File: config.mk
export PLATFORM = sky130hd
export DESIGN_NAME = irq_vector_unit
export DESIGN_NICKNAME = d
export VERILOG_FILES = /design/src/rtl/irqv_pkg.sv /design/src/rtl/irqv_regs.sv /design/src/rtl/irqv_req_map.sv /design/src/rtl/irqv_arbiter.sv /design/src/rtl/irq_vector_unit.sv
export SDC_FILE = /design/constraint.sdc
export NUM_CORES = 1
export LEC_CHECK = 0
export BUFFER_PORTS_ARGS = -buffer_cell sky130_fd_sc_hd__buf_2
export CAP_MARGIN = 20
export CORE_MARGIN = 2
export CORE_UTILIZATION = 54
export CTS_CLUSTER_SIZE = 25
export DETAILED_ROUTE_END_ITERATION = 10
export PLACE_DENSITY = 0.84
export REMOVE_ABC_BUFFERS = 1
export SLEW_MARGIN = 20
export SYNTH_ARGS = -nofsm -noshare
export SYNTH_HDL_FRONTEND = slang
export SYNTH_HIERARCHICAL = 1
export SYNTH_SLANG_ARGS = --single-unit
File: constraint.sdc
create_clock -name clk -period 3.85 [get_ports clk]
set_clock_uncertainty 0.2 [all_clocks]
set_input_delay 0.5775 -clock clk [delete_from_list [all_inputs] [get_ports clk]]
set_output_delay 0.5775 -clock clk [all_outputs]
set_load 0.05 [all_outputs]
File: src/rtl/irqv_pkg.sv
package irqv_pkg;
  localparam int REG_AW = 2;
  localparam logic [REG_AW-1:0] ADDR_LEVELS = 2'd0;
  localparam logic [REG_AW-1:0] ADDR_VECTOR = 2'd1;
  localparam logic [REG_AW-1:0] ADDR_ARBID  = 2'd2;

  typedef enum logic [1:0] {
    ST_IDLE    = 2'd0,
    ST_CONTEND = 2'd1,
    ST_DELIVER = 2'd2
  } arb_state_t;
endpackage

File: src/rtl/irqv_regs.sv
module irqv_regs
  import irqv_pkg::*;
#(
  parameter int LVL_W   = 3,
  parameter int ID_W    = 4,
  parameter int DATA_W  = 8,
  parameter logic [DATA_W-1:0] VEC_RESET = 8'h0F
) (
  input  logic              clk,
  input  logic              rst_n,
  input  logic              reg_we,
  input  logic [REG_AW-1:0] reg_addr,
  input  logic [DATA_W-1:0] reg_wdata,
  output logic [DATA_W-1:0] reg_rdata,
  output logic [LVL_W-1:0]  lvl_a,
  output logic [LVL_W-1:0]  lvl_b,
  output logic [DATA_W-2:0] vec_hi,
  output logic [ID_W-1:0]   arb_id
);
  localparam int HALF = DATA_W / 2;

  logic [LVL_W-1:0]  lvl_a_q, lvl_a_d;
  logic [LVL_W-1:0]  lvl_b_q, lvl_b_d;
  logic [DATA_W-2:0] vec_q, vec_d;
  logic [ID_W-1:0]   id_q, id_d;
  logic              en_lvl, en_vec, en_id;

  always_comb begin
    en_lvl  = reg_we && (reg_addr == ADDR_LEVELS);
    en_vec  = reg_we && (reg_addr == ADDR_VECTOR);
    en_id   = reg_we && (reg_addr == ADDR_ARBID);
    lvl_a_d = reg_wdata[HALF +: LVL_W];
    lvl_b_d = reg_wdata[0 +: LVL_W];
    vec_d   = reg_wdata[DATA_W-1:1];
    id_d    = reg_wdata[ID_W-1:0];
  end

  always_ff @(posedge clk or negedge rst_n) begin
    if (!rst_n) begin
      lvl_a_q <= '0;
      lvl_b_q <= '0;
      vec_q   <= VEC_RESET[DATA_W-1:1];
      id_q    <= '0;
    end else begin
      if (en_lvl) begin
        lvl_a_q <= lvl_a_d;
        lvl_b_q <= lvl_b_d;
      end
      if (en_vec) vec_q <= vec_d;
      if (en_id)  id_q  <= id_d;
    end
  end

  always_comb begin
    reg_rdata = '0;
    case (reg_addr)
      ADDR_LEVELS: begin
        reg_rdata[HALF +: LVL_W] = lvl_a_q;
        reg_rdata[0 +: LVL_W]    = lvl_b_q;
      end
      ADDR_VECTOR: reg_rdata = {vec_q, 1'b1};
      ADDR_ARBID:  reg_rdata[ID_W-1:0] = id_q;
      default:     reg_rdata = '0;
    endcase
  end

  assign lvl_a  = lvl_a_q;
  assign lvl_b  = lvl_b_q;
  assign vec_hi = vec_q;
  assign arb_id = id_q;
endmodule

File: src/rtl/irqv_req_map.sv
module irqv_req_map #(
  parameter int LVL_W  = 3,
  parameter int NLINES = (1 << LVL_W) - 1
) (
  input  logic              req_a,
  input  logic              req_b,
  input  logic [LVL_W-1:0]  lvl_a,
  input  logic [LVL_W-1:0]  lvl_b,
  input  logic [LVL_W-1:0]  ack_level,
  input  logic [LVL_W-1:0]  ack_mask,
  output logic [NLINES-1:0] irq_lines,
  output logic              hit,
  output logic              hit_src_a
);
  localparam logic [LVL_W-1:0] TOP_LVL = LVL_W'(NLINES);

  logic on_a, on_b, at_a, at_b, unmasked;

  always_comb begin
    on_a = req_a && (lvl_a != '0);
    on_b = req_b && (lvl_b != '0);
  end

  for (genvar i = 0; i < NLINES; i++) begin : g_line
    localparam logic [LVL_W-1:0] LINE_LVL = LVL_W'(i + 1);
    assign irq_lines[i] = (on_a && (lvl_a == LINE_LVL)) ||
                          (on_b && (lvl_b == LINE_LVL));
  end

  always_comb begin
    at_a      = on_a && (lvl_a == ack_level);
    at_b      = on_b && (lvl_b == ack_level);
    unmasked  = (ack_level == TOP_LVL) || (ack_level > ack_mask);
    hit       = (at_a || at_b) && unmasked;
    hit_src_a = at_a;
  end
endmodule

File: src/rtl/irqv_arbiter.sv
module irqv_arbiter
  import irqv_pkg::*;
#(
  parameter int ID_W   = 4,
  parameter int DATA_W = 8
) (
  input  logic              clk,
  input  logic              rst_n,
  input  logic              iack,
  input  logic              hit,
  input  logic              hit_src_a,
  input  logic [ID_W-1:0]   arb_id,
  input  logic [DATA_W-2:0] vec_hi,
  input  logic              arb_line,
  output logic              arb_drive,
  output logic              vec_valid,
  output logic [DATA_W-1:0] vec_data,
  output logic              busy
);
  localparam int IDX_W = (ID_W > 1) ? $clog2(ID_W) : 1;
  localparam logic [IDX_W-1:0] IDX_TOP = IDX_W'(ID_W - 1);

  arb_state_t       st_q, st_d;
  logic [IDX_W-1:0] idx_q, idx_d;
  logic [ID_W-1:0]  id_q, id_d;
  logic             src_q, src_d;
  logic             my_bit, lost;

  always_comb begin
    my_bit = (st_q == ST_CONTEND) ? id_q[idx_q] : 1'b0;
    lost   = (st_q == ST_CONTEND) && !my_bit && arb_line;
    st_d   = st_q;
    idx_d  = idx_q;
    id_d   = id_q;
    src_d  = src_q;
    case (st_q)
      ST_IDLE: begin
        if (iack && hit && (arb_id != '0)) begin
          st_d  = ST_CONTEND;
          idx_d = IDX_TOP;
          id_d  = arb_id;
          src_d = hit_src_a;
        end
      end
      ST_CONTEND: begin
        if (lost) begin
          st_d = ST_IDLE;
        end else if (idx_q == '0) begin
          st_d = ST_DELIVER;
        end else begin
          idx_d = idx_q - 1'b1;
        end
      end
      ST_DELIVER: st_d = ST_IDLE;
      default:    st_d = ST_IDLE;
    endcase
  end

  always_ff @(posedge clk or negedge rst_n) begin
    if (!rst_n) begin
      st_q  <= ST_IDLE;
      idx_q <= '0;
      id_q  <= '0;
      src_q <= 1'b0;
    end else begin
      st_q  <= st_d;
      idx_q <= idx_d;
      id_q  <= id_d;
      src_q <= src_d;
    end
  end

  always_comb begin
    arb_drive = my_bit;
    vec_valid = (st_q == ST_DELIVER);
    vec_data  = vec_valid ? {vec_hi, src_q} : '0;
    busy      = (st_q != ST_IDLE);
  end
endmodule

File: src/rtl/irq_vector_unit.sv
module irq_vector_unit
  import irqv_pkg::*;
#(
  parameter int LVL_W  = 3,
  parameter int ID_W   = 4,
  parameter int DATA_W = 8,
  localparam int NLINES = (1 << LVL_W) - 1
) (
  input  logic              clk,
  input  logic              rst_n,
  input  logic              reg_we,
  input  logic [REG_AW-1:0] reg_addr,
  input  logic [DATA_W-1:0] reg_wdata,
  output logic [DATA_W-1:0] reg_rdata,
  input  logic              req_a,
  input  logic              req_b,
  output logic [NLINES-1:0] irq_lines,
  input  logic              iack,
  input  logic [LVL_W-1:0]  iack_level,
  input  logic [LVL_W-1:0]  iack_mask,
  output logic              arb_drive,
  input  logic              arb_line,
  output logic              vec_valid,
  output logic [DATA_W-1:0] vec_data
);
  logic [LVL_W-1:0]  lvl_a, lvl_b;
  logic [DATA_W-2:0] vec_hi;
  logic [ID_W-1:0]   arb_id;
  logic              hit, hit_src_a, arb_busy;

  irqv_regs #(.LVL_W(LVL_W), .ID_W(ID_W), .DATA_W(DATA_W)) u_regs (
    .clk(clk), .rst_n(rst_n), .reg_we(reg_we), .reg_addr(reg_addr),
    .reg_wdata(reg_wdata), .reg_rdata(reg_rdata), .lvl_a(lvl_a),
    .lvl_b(lvl_b), .vec_hi(vec_hi), .arb_id(arb_id)
  );

  irqv_req_map #(.LVL_W(LVL_W), .NLINES(NLINES)) u_map (
    .req_a(req_a), .req_b(req_b), .lvl_a(lvl_a), .lvl_b(lvl_b),
    .ack_level(iack_level), .ack_mask(iack_mask), .irq_lines(irq_lines),
    .hit(hit), .hit_src_a(hit_src_a)
  );

  irqv_arbiter #(.ID_W(ID_W), .DATA_W(DATA_W)) u_arb (
    .clk(clk), .rst_n(rst_n), .iack(iack), .hit(hit),
    .hit_src_a(hit_src_a), .arb_id(arb_id), .vec_hi(vec_hi),
    .arb_line(arb_line), .arb_drive(arb_drive), .vec_valid(vec_valid),
    .vec_data(vec_data), .busy(arb_busy)
  );
endmodule

* Word level (Yosys, flattened, before mapping)
Index checks and enable logic that the tools add are counted.
** Word-level totals
- Flip-flop bits (word level) :: 26
** Operators by class
- Multiplexer cells :: 16
- Reductions and logical operators :: 46
- Magnitude comparators :: 2
- Equality and inequality tests :: 25
- $add $sub $neg :: 1
** Operator list (number)
- == test 3 bit, second input constant :: 9
- logical AND 1 bit :: 26
- == test 3 x 2 -> 1 bit, second input constant :: 4
- 2-to-1 mux 2 bit :: 6
- logical OR 1 bit :: 9
- one-hot mux 3 bit (3 select lines) :: 1
- 2-to-1 mux 8 bit :: 1
- one-hot mux 2 bit (2 select lines) :: 2
- == test 3 x 1 -> 1 bit, second input constant :: 2
- == test 3 bit :: 2
- zero test 2 bit :: 3
- one-hot mux 3 bit (2 select lines) :: 1
- nonzero test 3 bit :: 2
- == test 2 x 1 -> 1 bit, second input constant :: 2
- == test 2 bit, second input constant :: 2
- inequality test 2 bit, second input constant :: 2
- AND reduction 2 bit :: 2
- AND reduction 4 bit :: 1
- nonzero test 4 bit :: 1
- > comparator 3 bit :: 1
- < comparator 2 x 3 -> 1 bit, second input constant :: 1
- 2-to-1 mux 1 bit :: 3
- inequality test 3 x 2 -> 1 bit, second input constant :: 1
- binary-select mux 1 bit (select 2 bit) :: 1
- other kinds (5) :: 5

* Longest topological paths before layout
- Depth after elaboration :: 9
- Gate-level depth with buffers :: 10

* Cells and area by module
Netlist, hierarchy kept.
** Modules (own cells, without submodules)
- irqv_regs :: area each 793.3 µm², times used 1, cells each 56
- irqv_arbiter :: area each 524.3 µm², times used 1, cells each 44
- irqv_req_map :: area each 274.0 µm², times used 1, cells each 41

* Worst setup path before layout
No wires, ideal clock.
- Path type :: input port to output port
- From :: input port req_b
- To :: output port irq_lines[3]
- Buffers on the path :: 0
- Cell stages on the path :: 2
- Path slack :: 1189 ps
- Required time :: 3072 ps
- Arrival :: 1884 ps
- Cells stage by stage :: nand2_1 -> o32ai_1
** Between the ends
- Cells in the longest elaborated chain, start to end :: 3
** RTL lines
- start: declaration :: RTL line irq_vector_unit.sv:16 : input logic req_b,
- logical AND 1 bit :: RTL line irqv_req_map.sv:21 : on_b = req_b && (lvl_b != '0);
- logical AND 1 bit :: RTL line irqv_req_map.sv:27 : (on_b && (lvl_b == LINE_LVL));
- logical OR 1 bit :: RTL line irqv_req_map.sv:26 : assign irq_lines[i] = (on_a && (lvl_a == LINE_LVL)) ||
- end: declaration :: RTL line irq_vector_unit.sv:17 : output logic [NLINES-1:0] irq_lines,
Every way passes these cells.

* Worst setup path after layout
- From :: input port reg_addr[0]
- To :: output port reg_rdata[1]
** Between the ends
- Cells in the longest elaborated chain, start to end :: 2
- Elaborated cells between the ends (all ways) :: 4
- Classes of those cells :: 2 x eq/ne; 1 x mux; 1 x reduce/logical
** RTL lines
- start: declaration :: RTL line irq_vector_unit.sv:12 : input logic [REG_AW-1:0] reg_addr,
- == test 2 bit (tied with other cells) :: RTL line irqv_regs.sv:56 : case (reg_addr)
- one-hot mux 3 bit (3 select lines) * :: RTL line irqv_regs.sv:56
- end: declaration :: RTL line irq_vector_unit.sv:14 : output logic [DATA_W-1:0] reg_rdata,
Mark *: on every way between the ends. The rest lies on a longest branch, timed or not.

==> metrics.txt <==
Worst Tran Pin Value=around 620 ps; ANT cells=0; crit path cell chain=buf_2 -> inv_1 -> ha_1 -> a222oi_1 -> nor2_1 -> buf_2; largest net degree at the start of global routing=27; most common cell after layout, fill and taps aside=buf_2; routability cong.=about 0.89; r2r worst-path depth=6; DRT Wirelength=3570 microns; H-tree depth=1; postcts setup bufs=0; CP dominant cell by count=buf_2; Critical Path RT=between 3000 and 4000 ps; post-synthesis cell area=1590 sq um; total grt overflow=0; clock latency on the worst-skew pair=320 ps; final-stage net count=220; Worst Path Class, Setup=in -> out; Arr. time, crit path=1780 ps; register area=around 650 sq um; Slew Viols, Final=0; worst-path maximum fanout=7; Remaining DRCs=0; Fill cells=208; CTS buffer count=3; Slowest-stage cell, CP=a222oi_1; Post-DP Area=1840 sq um; io pins=between 40 and 50; fmax=0.391 GHz; leak pwr=0.975 nW; Ys Warns=6; vias post-DR=about 1300; layout cells sized above 1=43.6%; Post-Syn Area per Cell=11.3 sq um; Slew HR=58.5%; Die W=slightly below 60 microns; Total Power=~930 uW; RSZ-0062 raised after global routing=false; most frequent cells in the layout=buf_2 (47), dfrtp_1 (23), mux2_2 (17); Placed Instances=215; endpoints failing setup=0; Worst setup EP type=output port; clk buf depth=2; Setup TNS=0 ps; Die Ht=58.2 microns; clock transition at the registers of the reported paths=approximately 150 ps; Final Cycle Share=66.5%; worst min path class=in -> async; DR iter-0 viols=81; post-route non-filler standard cell count=219; DRT antenna net count=0; # port buffers=47; Pre-Repair DR Iteration Count=4; total die area=3380 sq um; per-cell routed wire length=16.3 microns; worst stage delay on the critical path=420 ps; P&R area growth vs syn=19.2%; total power per unit cell area=494 nW/um^2; Peak VDD IR=397 uV; gr usage total=22.7%; Hold-fix buffers, CTS=0; vias in the first global route=about 1300; Final min period=2560 ps; row count=19; CTS tree=done; # resized after CTS=0; Vias/cell=5.98; Synth Instances=140; antenna violations before repair=0; Setup Slack @ Placement=1190 ps; Initial Util=between 50% and 60%; root buffer cell=clkbuf_4; post-route setup slack=1290 ps; first-pass GRT wire length=5860 microns; status=finished, final reports clean; total of max-cap violations=0; Clock Sinks=26; endpoints failing hold=0; Multi-input gate area=871 sq um; core footprint=2780 sq um; Worst Setup Start Kind=input port; Final Instance Area=about 1900 sq um; hpwl dp=2750 microns
layout make-up:
cell class	count	area share (%)
repair buffers	47	12.5
multi-input cells	101	46.1
flip-flops and latches	26	34.6
well taps	31	2.05
clock buffers	3	1.19
clock inverters	1	1.59
inverters	10	1.99
routing by layer:
metal,wire length (microns),vias up,track usage (%)
met3,203,7,2.46
met2,1760,49,39.4
met5,0,-,0
met4,51,0,7.97
met1,1560,648,29.5
li1,-,606,-
metrics by stage:
stage	utilization [%]	hold slack (ps)
finish	67.9	30.4
floorplan	-	81.9
CTS	67.9	41.0
global route	67.9	55.8
detailed placement	66.0	296
global placement	66.0	289
worst max-delay path, delay by kind of cell:
family / cells / cell delay [ps]
compound gates: 1 / 420
fa+ha+maj: 1 / 320
buf+inv: 3 / 400
simple gates: 1 / 70
flip-flops by register name, indices dropped and copies added, names as in the netlist:
name	cells
u_regs/vec_hi	7
u_arb/id_q	4
u_regs/arb_id	4
u_regs/lvl_a	3
u_regs/lvl_b	3
u_arb/idx_q	2
u_arb/st_q	2
u_arb/src_q	1
power breakdown:
part	total (mW)	switching [mW]	leakage (nW)	internal, mW
Clock	0.186	0.0806	0.0279	0.105
Combinational	0.336	0.188	0.636	0.148
Sequential	0.412	0.0678	0.312	0.344
Total	0.934	0.337	0.975	0.597
path summary, 6_finish.rpt:
check | start | endpoint | slack [ps]
max | reg_addr[0] | reg_rdata[1] | 1290
min in group clk | reg_wdata[7] | u_regs/vec_hi[6] | 290
max in group asynchronous | rst_n | u_regs/vec_hi[0] | 3040
min reg2reg | u_arb/st_q[1] | u_arb/st_q[1] | 330
min | rst_n | u_arb/id_q[2] | 30
max reg2reg | u_regs/lvl_b[1] | u_arb/src_q | 1410
Power figures use the tool's default switching activity.
